File: config.mk
export PLATFORM = sky130hd
export DESIGN_NAME = uart_fifo_ctl
export DESIGN_NICKNAME = d
export VERILOG_FILES = /design/src/rtl/uart_fifo_pkg.sv /design/src/rtl/uart_fifo_ctl_fsm.sv /design/src/rtl/uart_byte_fifo.sv /design/src/rtl/uart_fifo_ctl.sv
export SDC_FILE = /design/constraint.sdc
export NUM_CORES = 2
export LEC_CHECK = 0
export ABC_AREA = 1
export BUFFER_PORTS_ARGS = -buffer_cell sky130_fd_sc_hd__buf_2
export CORE_MARGIN = 2
export CORE_UTILIZATION = 50
export CTS_CLUSTER_SIZE = 12
export DETAILED_ROUTE_END_ITERATION = 10
export PLACE_DENSITY = 0.72
export SLEW_MARGIN = 5
export SYNTH_ARGS = -nofsm -noshare
export SYNTH_HDL_FRONTEND = slang
export SYNTH_SLANG_ARGS = --single-unit
File: constraint.sdc
create_clock -name clk -period 9.4 [get_ports clk]
set_input_delay 0.94 -clock clk [delete_from_list [all_inputs] [get_ports clk]]
set_output_delay 0.94 -clock clk [all_outputs]
set_load 0.02 [all_outputs]
File: src/rtl/uart_fifo_pkg.sv
package uart_fifo_pkg;

    typedef enum logic [1:0] {
        ST_OFF       = 2'd0,
        ST_ON        = 2'd1,
        ST_FLUSH_ON  = 2'd2,
        ST_FLUSH_OFF = 2'd3
    } fctl_state_e;

    localparam int unsigned CTL_EN_BIT  = 0;
    localparam int unsigned CTL_RXC_BIT = 1;
    localparam int unsigned CTL_TXC_BIT = 2;

endpackage

File: src/rtl/uart_fifo_ctl_fsm.sv
module uart_fifo_ctl_fsm
    import uart_fifo_pkg::*;
(
    input  logic       clk,
    input  logic       rst_n,
    input  logic       ctl_wr,
    input  logic [7:0] ctl_data,
    output logic       fifo_en,
    output logic       rx_clr,
    output logic       tx_clr
);

    fctl_state_e state, state_n;
    logic        pend_rx, pend_rx_n;
    logic        pend_tx, pend_tx_n;
    logic        cur_on;

    // state register
    always_ff @(posedge clk or negedge rst_n) begin
        if (!rst_n) begin
            state   <= ST_OFF;
            pend_rx <= 1'b0;
            pend_tx <= 1'b0;
        end else begin
            state   <= state_n;
            pend_rx <= pend_rx_n;
            pend_tx <= pend_tx_n;
        end
    end

    // next state: flush states decode writes as their target state
    always_comb begin
        unique case (state)
            ST_OFF, ST_FLUSH_OFF: cur_on = 1'b0;
            ST_ON, ST_FLUSH_ON:   cur_on = 1'b1;
            default:              cur_on = 1'b0;
        endcase
        state_n   = cur_on ? ST_ON : ST_OFF;
        pend_rx_n = 1'b0;
        pend_tx_n = 1'b0;
        if (ctl_wr) begin
            if (ctl_data[CTL_EN_BIT] && !cur_on) begin
                state_n   = ST_FLUSH_ON;
                pend_rx_n = 1'b1;
                pend_tx_n = 1'b1;
            end else if (ctl_data[CTL_EN_BIT] &&
                         (ctl_data[CTL_RXC_BIT] || ctl_data[CTL_TXC_BIT])) begin
                state_n   = ST_FLUSH_ON;
                pend_rx_n = ctl_data[CTL_RXC_BIT];
                pend_tx_n = ctl_data[CTL_TXC_BIT];
            end else if (!ctl_data[CTL_EN_BIT] && cur_on) begin
                state_n   = ST_FLUSH_OFF;
                pend_rx_n = 1'b1;
                pend_tx_n = 1'b1;
            end
        end
    end

    // outputs
    always_comb begin
        fifo_en = 1'b0;
        rx_clr  = 1'b0;
        tx_clr  = 1'b0;
        unique case (state)
            ST_OFF: ;
            ST_ON:  fifo_en = 1'b1;
            ST_FLUSH_ON, ST_FLUSH_OFF: begin
                fifo_en = 1'b1;
                rx_clr  = pend_rx;
                tx_clr  = pend_tx;
            end
            default: ;
        endcase
    end

endmodule

File: src/rtl/uart_byte_fifo.sv
module uart_byte_fifo #(
    parameter int unsigned DEPTH  = 128,
    parameter int unsigned DATA_W = 8
) (
    input  logic                           clk,
    input  logic                           rst_n,
    input  logic                           clr,
    input  logic                           single,
    input  logic                           push,
    input  logic [DATA_W-1:0]              din,
    input  logic                           pop,
    output logic [DATA_W-1:0]              dout,
    output logic [$clog2(DEPTH+1)-1:0]     level,
    output logic                           full,
    output logic                           empty,
    output logic                           ovf
);

    localparam int unsigned PTR_W = (DEPTH > 1) ? $clog2(DEPTH) : 1;
    localparam int unsigned LVL_W = $clog2(DEPTH+1);
    localparam logic [PTR_W-1:0] PTR_LAST = PTR_W'(DEPTH - 1);

    logic [DATA_W-1:0] mem [DEPTH];
    logic [PTR_W-1:0]  wr_ptr, rd_ptr;
    logic [LVL_W-1:0]  cap;
    logic              push_ok, pop_ok;

    assign cap     = single ? LVL_W'(1) : LVL_W'(DEPTH);
    assign full    = (level >= cap);
    assign empty   = (level == '0);
    assign push_ok = push && !full && !clr;
    assign pop_ok  = pop && !empty && !clr;
    assign ovf     = push && full && !clr;
    assign dout    = mem[rd_ptr];

    always_ff @(posedge clk) begin
        if (push_ok) mem[wr_ptr] <= din;
    end

    always_ff @(posedge clk or negedge rst_n) begin
        if (!rst_n) begin
            wr_ptr <= '0;
            rd_ptr <= '0;
            level  <= '0;
        end else if (clr) begin
            wr_ptr <= '0;
            rd_ptr <= '0;
            level  <= '0;
        end else begin
            if (push_ok) wr_ptr <= (wr_ptr == PTR_LAST) ? '0 : wr_ptr + 1'b1;
            if (pop_ok)  rd_ptr <= (rd_ptr == PTR_LAST) ? '0 : rd_ptr + 1'b1;
            level <= level + LVL_W'(push_ok) - LVL_W'(pop_ok);
        end
    end

endmodule

File: src/rtl/uart_fifo_ctl.sv
module uart_fifo_ctl #(
    parameter int unsigned DEPTH   = 128,
    parameter int unsigned RX_TRIG = 8,
    parameter int unsigned TX_TRIG = 16
) (
    input  logic                       clk,
    input  logic                       rst_n,
    input  logic                       ctl_wr,
    input  logic [7:0]                 ctl_data,
    input  logic                       tx_push,
    input  logic [7:0]                 tx_data,
    input  logic                       tx_pop,
    output logic [7:0]                 tx_q,
    input  logic                       rx_push,
    input  logic [7:0]                 rx_data,
    input  logic                       rx_pop,
    output logic [7:0]                 rx_q,
    output logic                       fifo_en,
    output logic [$clog2(DEPTH+1)-1:0] tx_level,
    output logic [$clog2(DEPTH+1)-1:0] rx_level,
    output logic                       tx_empty,
    output logic                       tx_full,
    output logic                       rx_empty,
    output logic                       rx_full,
    output logic                       rx_overrun,
    output logic                       tx_trig,
    output logic                       rx_trig
);

    localparam int unsigned LVL_W = $clog2(DEPTH+1);

    logic rx_clr, tx_clr;
    logic rx_ovf, tx_ovf_unused;

    uart_fifo_ctl_fsm u_fsm (
        .clk      (clk),
        .rst_n    (rst_n),
        .ctl_wr   (ctl_wr),
        .ctl_data (ctl_data),
        .fifo_en  (fifo_en),
        .rx_clr   (rx_clr),
        .tx_clr   (tx_clr)
    );

    uart_byte_fifo #(.DEPTH(DEPTH), .DATA_W(8)) u_tx_fifo (
        .clk    (clk),
        .rst_n  (rst_n),
        .clr    (tx_clr),
        .single (!fifo_en),
        .push   (tx_push),
        .din    (tx_data),
        .pop    (tx_pop),
        .dout   (tx_q),
        .level  (tx_level),
        .full   (tx_full),
        .empty  (tx_empty),
        .ovf    (tx_ovf_unused)
    );

    uart_byte_fifo #(.DEPTH(DEPTH), .DATA_W(8)) u_rx_fifo (
        .clk    (clk),
        .rst_n  (rst_n),
        .clr    (rx_clr),
        .single (!fifo_en),
        .push   (rx_push),
        .din    (rx_data),
        .pop    (rx_pop),
        .dout   (rx_q),
        .level  (rx_level),
        .full   (rx_full),
        .empty  (rx_empty),
        .ovf    (rx_ovf)
    );

    always_ff @(posedge clk or negedge rst_n) begin
        if (!rst_n)      rx_overrun <= 1'b0;
        else if (rx_clr) rx_overrun <= 1'b0;
        else if (rx_ovf) rx_overrun <= 1'b1;
    end

    assign rx_trig = (rx_level >= LVL_W'(RX_TRIG));
    assign tx_trig = (tx_level <= LVL_W'(TX_TRIG));

endmodule

==> flow_summary.ini <==
[status]
outcome = finished clean

[sta]
post-route-period-util = 0.6667
setup_ws_ps = 3133
skew_ps = 67.04
grt_setup_unrepaired = no
fin_tns_setup_ps = 0
maxSlewViolCount = 0
fmax_mhz = 159.6
layout_min_cycle_time_ps = 6267
finalHoldViolations = 0
worstMarginPinSlew_ps = 1289
maxSlewHeadroom = 0.1396
finalSetupViolations = 0

[power_and_ir_drop]
leakage_nw = 32.66
ir_worst_vdd_uv = 310.6
swShare = 0.3666
clkPwrFrac = 0.289
sequentialPowerShare = 0.404
power_switching_mw = 9.684
p_int_mw = 16.73
pwr-share-comb = 0.307
p_per_area_nw_per_um2 = 280.9

[synth]
syn-mean-instance-area_um2 = 11.56
synthFlopType = edfxtp_1
syn_area_um2 = 86260
synth-edff-count = 2048
synth-seq-cells = 2097
syn_nets = 7532
synth.most_common_cell = edfxtp_1
synth_area_leaders = edfxtp_1, nand2_1, nand3_1
syn-instance-count = 7464
synth_seq_area_share = 0.7272
synth_area_leader_cell = edfxtp_1
synth_top_area_frac = 0.7130
synth.top_cells.by_count = edfxtp_1, nand2_1, nand3_1
synthArstFlopShare = 0.02337
ys_types = 36
synth_warnings = 0

[critical_path]
critPathLaunchType = flop
reg2reg_depth = 10
crit_fanout = 100
cp.arrival_ps = 5330
endpoint_kind = output port
path_class = reg -> out
r2r_start = u_fsm.state[0]$_DFF_PN0_
reg2reg_slack_ps = 4780
r2r_end = u_rx_fifo.mem[70][6]$_DFFE_PP_
critPathRequiredTime_ps = 8460

[layout]
syn_to_final_growth_pct = 9.015
layout-drive-gt1-share = 0.05288
nets = 7409

[worst_hold_path]
hold_class = in -> async

[floorplan]
dieWidth_um = 419.3
rows = 152
die-height_um = 419.3
pin_count = 71
core_area_um2 = 171500
start_util = 0.5028
dieArea_um2 = 175900

[drt]
dr.pass1.iters = 6
finalWirelength_mm = 213.1
drt_iter0_markers = 7585
wl_per_cell_um = 21.78
drc = 0
dr_total_vias = 56330
ant_nets = 0
vias_per_cell = 5.759

[clocking]
clkSinkCount = 2097
htree_levels = 4
ctsResizeCount = 0
cts_tree = built
cts_buffer_depth = 3
cts_hold_buf = 0
postCtsSetupBuffers = 0
cts.clk_slew.worst_paths_ps = 60
clockRootBuffer = clkbuf_16
cts_buffers = 206
clk_latency_ps = 860

[global_route]
grt_pass1_vias = 54000
grt_max_degree = 191
antenna_found_initial = 4
grt_overflow = 0
grt_pass1_wl_mm = 321.1
track_usage = 0.2392

[placed_design]
io_buffers = 65
gp_congestion = 0.8621
pre_cts_ws_ps = 4100
hpwl_mm = 116.8

[job]
max_cap_viol_count = 0
## kinds of logic (layout without fill, tap and decap cells)
kind of cell,Yosys count,after routing,share of synthesized area
AOI/OAI and AO/OA,516,516,0.03069
other,0,2,0
buffers and inverters,558,564,0.02987
adders and majority gates,37,37,0.005541
xor gates and xnor gates,13,13,0.001320
and+or+nand+nor,4243,4243,0.2054
DFF,2097,2097,0.7272
## cell type report
type	count	area [µm²]
Timing Repair Buffer	127	868.3
Antenna cell	2	5.005
Sequential cell	2097	62750
Inverter	100	407.9
Clock inverter	55	681.9
Multi-Input combinational cell	4809	20960
Tap cell	2310	2890
Fill cell	13890	77510
Clock buffer	282	5470
## routing by layer
layer | routed length (µm) | part of all wire | GRT usage
met1 | 85270 | 0.40 | 0.3307
met3 | 19550 | 0.092 | 0.04149
met4 | 8051 | 0.038 | 0.09438
met2 | 100200 | 0.47 | 0.3791
met5 | 17 | 0.000080 | 0
## critical path, cell delays in order, from the launching register on
cell,delay [ps]
dfrtp_4,1100
buf_4,850
buf_4,940
nand2_1,120
nand3_1,140
nand3_1,120
nand3_1,160
nand2_1,120
nand2_1,80
nand3_1,70
nand2_1,80
nand2_1,120
nand2_1,190
buf_2,200
## power by group through the flow
| stage | Clock (mW) | Combinational [mW] | Sequential (mW) |
|---|---|---|---|
| 2_1_floorplan | 0 | 5.66 | 10.7 |
| 3_3_place_gp | 0 | 7.83 | 10.9 |
| 3_5_place_dp | 0 | 7.98 | 10.9 |
| 4_1_cts | 7.70 | 8.03 | 10.7 |
| 5_1_grt | 8.05 | 8.90 | 10.7 |
| 6_report | 7.63 | 8.11 | 10.7 |
## per-stage QoR
step                      utilization  hold slack (ps)  cell area [µm²]  std cells  total power, mW
final                          0.5482            218.6            94030       9782            26.41
after CTS                      0.5481            191.1            94030       9780            26.40
after global routing           0.5481            260.8            94030       9780            27.64
after floorplan                     -            531.4            86260       7464            16.35
after detailed placement       0.5123            494.0            87880       9443            18.84
after global placement         0.5123            489.2            87880       9443            18.69
## flip-flops by register name, summed over array words and instances, names as in the netlist
| register | cells |
|---|---|
| u_tx_fifo.rd_ptr | 7 |
| rx_overrun | 1 |
| u_tx_fifo.wr_ptr | 7 |
| u_rx_fifo.mem | 1024 |
| u_fsm.pend_rx | 1 |
| u_fsm.pend_tx | 1 |
| u_rx_fifo.wr_ptr | 7 |
| u_rx_fifo.rd_ptr | 7 |
| u_rx_fifo.level | 8 |
| u_fsm.state | 2 |
| u_tx_fifo.level | 8 |
| u_tx_fifo.mem | 1024 |
## cell usage in the layout, fill, tap and decap left out, types with 9 or more instances in the layout
master     instances
edfxtp_1        2048
nand2_1         1927
nand3_1         1356
nor2_1           931
o21ai_0          305
clkbuf_16        206
o21ai_1           97
a21oi_1           84
inv_1             83
buf_4             75
clkbuf_1          73
buf_2             49
dfrtp_1           42
ha_1              35
clkinv_1          31
clkinv_16         13
o22ai_1           12
xor2_1            11
nor3_1            10
clkinv_2           9
## worst max-delay path by stage
stage,start,endpoint,slack (ps),depth (start not counted)
finish,u_tx_fifo.rd_ptr[0]$_DFFE_PN0P_,tx_q[2],3130,13
floorplan,u_rx_fifo.level[4]$_DFF_PN0_,u_rx_fifo.level[6]$_DFF_PN0_,6370,18
CTS,u_tx_fifo.rd_ptr[0]$_DFFE_PN0P_,tx_q[1],3150,13
detailed placement,u_tx_fifo.rd_ptr[0]$_DFFE_PN0P_,tx_q[2],4100,13
global placement,u_tx_fifo.rd_ptr[0]$_DFFE_PN0P_,tx_q[2],4130,13
global route,u_tx_fifo.rd_ptr[0]$_DFFE_PN0P_,tx_q[7],2840,13
(Power assumes the default switching activity.)
